<file path="config.mk">
export PLATFORM = sky130hd
export DESIGN_NAME = lcd_blink_ctrl
export DESIGN_NICKNAME = d
export VERILOG_FILES = /design/src/rtl/blink_pkg.sv /design/src/rtl/blink_datapath.sv /design/src/rtl/blink_ctrl.sv /design/src/rtl/lcd_blink_ctrl.sv
export SDC_FILE = /design/constraint.sdc
export NUM_CORES = 1
export LEC_CHECK = 0
export ABC_CLOCK_PERIOD_IN_PS = 2000
export BUFFER_PORTS_ARGS = -buffer_cell sky130_fd_sc_hd__buf_2
export CORE_MARGIN = 4
export CORE_UTILIZATION = 35
export CTS_CLUSTER_DIAMETER = 40
export DETAILED_ROUTE_END_ITERATION = 7
export GPL_TIMING_DRIVEN = 0
export PLACE_DENSITY = 0.52
export SLEW_MARGIN = 20
export SYNTH_ARGS = -nofsm -noshare
export SYNTH_HDL_FRONTEND = slang
export SYNTH_HIERARCHICAL = 1
export SYNTH_SLANG_ARGS = --single-unit
</file>
<file path="constraint.sdc">
create_clock -name clk -period 2 [get_ports clk]
set_input_delay 0.5 -clock clk [delete_from_list [all_inputs] [get_ports clk]]
set_output_delay 0.5 -clock clk [all_outputs]
set_load 0.01 [all_outputs]
</file>
<file path="src/rtl/blink_pkg.sv">
package blink_pkg;

  typedef enum logic [1:0] {
    DRV_STATIC  = 2'b00,
    DRV_DUPLEX  = 2'b01,
    DRV_TRIPLEX = 2'b10,
    DRV_QUAD    = 2'b11
  } driveMode_e;

  // Strobes from control to datapath
  typedef struct packed {
    logic       clear;    // restart count and phase
    logic       run;      // blinking active
    logic [1:0] rateSel;  // selected divider
  } blinkStrobe_t;

endpackage

</file>
<file path="src/rtl/blink_datapath.sv">
module blink_datapath
  import blink_pkg::*;
#(
  parameter int BASE_HALF = 384,
  parameter int CNT_W     = 12
) (
  input  logic         clk,
  input  logic         rstN,
  input  blinkStrobe_t strb,
  output logic         phase,
  output logic         tick
);

  localparam int NUM_RATES = 3;

  logic [CNT_W-1:0] limitTbl [NUM_RATES];
  logic [CNT_W-1:0] limit;
  logic [CNT_W-1:0] cnt;
  logic             atLimit;

  // Half-period limits double with each rate step
  for (genvar r = 0; r < NUM_RATES; r++) begin : g_limit
    assign limitTbl[r] = CNT_W'((BASE_HALF << r) - 1);
  end

  always_comb begin
    case (strb.rateSel)
      2'd1:    limit = limitTbl[0];
      2'd2:    limit = limitTbl[1];
      2'd3:    limit = limitTbl[2];
      default: limit = '0;
    endcase
  end

  assign atLimit = (cnt == limit);

  always_ff @(posedge clk) begin
    if (!rstN) begin
      cnt   <= '0;
      phase <= 1'b0;
      tick  <= 1'b0;
    end else if (strb.clear || !strb.run) begin
      cnt   <= '0;
      phase <= 1'b0;
      tick  <= 1'b0;
    end else if (atLimit) begin
      cnt   <= '0;
      phase <= ~phase;
      tick  <= 1'b1;
    end else begin
      cnt   <= cnt + 1'b1;
      tick  <= 1'b0;
    end
  end

endmodule

</file>
<file path="src/rtl/blink_ctrl.sv">
module blink_ctrl
  import blink_pkg::*;
(
  input  logic         clk,
  input  logic         rstN,
  input  logic [1:0]   blinkRate,
  input  logic         bankSwapEn,
  input  logic [1:0]   driveMode,
  input  logic         dispEnable,
  input  logic         phase,
  output blinkStrobe_t strb,
  output logic         dispBlank,
  output logic         bankSel
);

  logic [1:0] rateQ;
  logic       blinkOn;
  logic       swapOk;
  driveMode_e drv;

  always_ff @(posedge clk) begin
    if (!rstN) rateQ <= 2'd0;
    else       rateQ <= blinkRate;
  end

  assign drv     = driveMode_e'(driveMode);
  assign blinkOn = (blinkRate != 2'd0);
  assign swapOk  = bankSwapEn && (drv == DRV_STATIC || drv == DRV_DUPLEX);

  always_comb begin
    strb.clear   = (blinkRate != rateQ);
    strb.run     = blinkOn;
    strb.rateSel = blinkRate;
  end

  assign dispBlank = !dispEnable || (blinkOn && phase && !swapOk);
  assign bankSel   = blinkOn && phase && swapOk;

endmodule

</file>
<file path="src/rtl/lcd_blink_ctrl.sv">
module lcd_blink_ctrl
  import blink_pkg::*;
#(
  parameter int BASE_HALF = 384
) (
  input  logic       clk,
  input  logic       rstN,
  input  logic [1:0] blinkRate,
  input  logic       bankSwapEn,
  input  logic [1:0] driveMode,
  input  logic       dispEnable,
  output logic       dispBlank,
  output logic       bankSel,
  output logic       blinkTick
);

  localparam int CNT_W = $clog2(BASE_HALF * 4);

  blinkStrobe_t strb;
  logic         phase;

  blink_ctrl u_ctrl (
    .clk        (clk),
    .rstN       (rstN),
    .blinkRate  (blinkRate),
    .bankSwapEn (bankSwapEn),
    .driveMode  (driveMode),
    .dispEnable (dispEnable),
    .phase      (phase),
    .strb       (strb),
    .dispBlank  (dispBlank),
    .bankSel    (bankSel)
  );

  blink_datapath #(
    .BASE_HALF (BASE_HALF),
    .CNT_W     (CNT_W)
  ) u_dp (
    .clk   (clk),
    .rstN  (rstN),
    .strb  (strb),
    .phase (phase),
    .tick  (blinkTick)
  );

endmodule

</file>
==> run summary <==
IO Port Bufs - 9
commonest non-fill, non-tap cells in the layout - dfxtp_1, nor3_1, buf_2
crit path kind - in2reg
core area - 2020 sq um
Final min period - 1800 ps
via count - 627
Period Utilization, post-route - 0.899
final instance area - 878 sq um
CTS Buf Count - 3
HPWL after detailed placement - 1070 um
Area Growth Syn to Fin - 13.8%
RSZ-0062 raised after global routing - no
commonest non-fill, non-tap cell in the layout - dfxtp_1
root buffer cell - clkbuf_4
Slew @ Worst Pin - 460 ps
startpoint types - input pin
Final GP Congestion - 0.724
crit end category - flop
top cell type's share of synthesized area - 0.389
routed wl met3 - 32 um
Max Transition Viols Final - 0
critical-path cell with the highest stage delay - a211o_1
yosys synthesis warning count - 6
first-pass iteration count of the detailed router - 4
fmax - 0.556 GHz
cts repair resizes - 0
Layout Nets - 110
Placement Rows - 16
total grt overflow - 0
non-filler instance count after layout - 127
DR WL/cell - 11.7 um
global-route wire length before repair - 2460 um
largest net degree at the start of global routing - 11
Top delay family on crit path - compound AO/OA/AOI/OAI gates
vias in the first global route - 531
Sink Count - 15
CP arrival - 1950 ps
Clock Pin Slew Worst Setup and Hold Paths - 100 ps
leading area contributor after synthesis - dfxtp_1
highest routed layer - met4
metal2 WL - 644 um
WP buf/inv - 3
worst min path class - in2reg
antenna viol nets, final - 0
leakage - 0.000345 uW
antenna violations before repair - 0
Mapped Area - 772 sq um
worst clock skew - 6.12 ps
Placed Area - 851 sq um
drt total wl - 1480 um
CP max stage delay - 310 ps
post-CTS setup buffer count - 0
VDD IR max - 0.319 mV
placed cells - 123
#FFs+latches synth - 15
Final setup violation count - 0
max-cap violation count - 0
Power Total - 525 uW
Via density - 4.94
synthesized net count - 96
power density cells - 598 nW/um^2
Mapped Cells - 87
Die X - 55.0 um
hold_buf cts - 0
layout cells sized above 1 - 0.210
Critical Path, Cell by Cell - buf_2 -> buf_4 -> or3_1 -> a211o_1 -> a22oi_2 -> buf_6 -> nor3_1
final hold vios - 0
GRT Resource Usage Total - 0.117
Worst EP required - 2160 ps
met1 WL - 797 um
crit-path max FO - 10
# diodes - 0
sequential area share after synthesis - 0.389
Ports - 11
DRT iter0 DRCs - 7
outcome - finished clean
drc violations - 0
initial core utilization - 0.382
H-Tree Depth - 1
die height - 55.0 um
Clk Latency, worst-skew pair - 280 ps
post-synthesis area per instance - 8.87 sq um
max_slew headroom - 0.694
Synth area leaders - dfxtp_1, xor2_1, nor3_1, and3_1, nand3_1
CTS tree - built
Synth cell types - 28
die area - 3020 sq um
clock buffer depth - 2
-- registers in the layout, indices dropped and copies added, names as in the netlist --
register,flops
u_ctrl/rateQ,2
u_dp/cnt,11
u_dp/tick,1
u_dp/phase,1
-- logic make-up (layout without fill, tap and decap cells) --
family,Yosys count,in the layout,synth area share
buffers and inverters,9,22,0.0827
AND/OR/NAND/NOR,45,45,0.327
flip-flops,15,15,0.389
adder cells (fa/ha/maj),1,1,0.0162
XOR/XNOR,11,11,0.125
multiplexers,1,1,0.0130
AO/OA/AOI/OAI,5,5,0.0470
-- worst reg2reg max path, stage by stage, from the launching register on --
cell and delay, ps:
dfxtp_1 430, and4_1 210, buf_4 130, or3b_1 360, a22oi_2 280, buf_6 200
nor3_1 60
-- through the flow --
| stage | TNS (ps) | worst slack, ps | utilization | hold WS (ps) |
|---|---|---|---|---|
| floorplan | 0 | 189 | - | 448 |
| global placement | -736 | -78.1 | 0.421 | 468 |
| detailed placement | -825 | -94.0 | 0.421 | 475 |
| CTS | 0 | 203 | 0.434 | 429 |
| global route | 0 | 107 | 0.434 | 447 |
| finish | 0 | 202 | 0.434 | 443 |
-- synth_stat cells --
library cell  instances
nand4_1               4
a22oi_2               1
and4_1                1
mux2i_1               1
or2_1                 1
nor2b_1               1
nor3b_1               1
nand3b_1              1
nor3_1               13
and2_1                3
or2_2                 1
buf_6                 2
buf_4                 4
ha_1                  1
dfxtp_1              15
a211o_1               1
clkbuf_1              2
inv_1                 1
o21ai_0               3
xnor2_1               3
nand2_1               4
nor2_1                1
or3b_1                1
nand3_1               6
nor4_1                1
and3_1                5
or3_1                 1
xor2_1                8
-- layer usage --
layer | vias up | track usage
met4 | 0 | 0.0729
met2 | 2 | 0.144
met3 | 2 | 0.0268
li1 | 333 | -
met1 | 290 | 0.177
met5 | - | 0
-- final timing paths --
kind	depth (start not counted)	slack (ps)	to	from
setup / recovery	7	200	u_dp/cnt[10]	blinkRate[1]
hold / removal	2	440	u_ctrl/rateQ[1]	rstN
setup reg to reg	6	200	u_dp/cnt[10]	u_dp/cnt[3]
hold reg to reg	2	480	u_dp/phase	u_dp/phase
-- report_power, final --
group | leakage [uW] | switching, uW | internal, uW
Sequential | 0.000121 | 3.64 | 302
Clock | 0.0000177 | 103 | 74.2
Combinational | 0.000206 | 21.3 | 20.9
Total | 0.000345 | 128 | 397
-- final cells by class --
cell class | instances | area [sq um]
Buffer | 8 | 60.1
Clock buffer | 3 | 22.5
Clock inverter | 1 | 5.00
Fill cell | 201 | 1140
Inverter | 1 | 3.75
Multi-Input combinational cell | 63 | 408
Sequential cell | 15 | 300
Tap cell | 27 | 33.8
Timing Repair Buffer | 9 | 45.0
(Power assumes the default switching activity.)
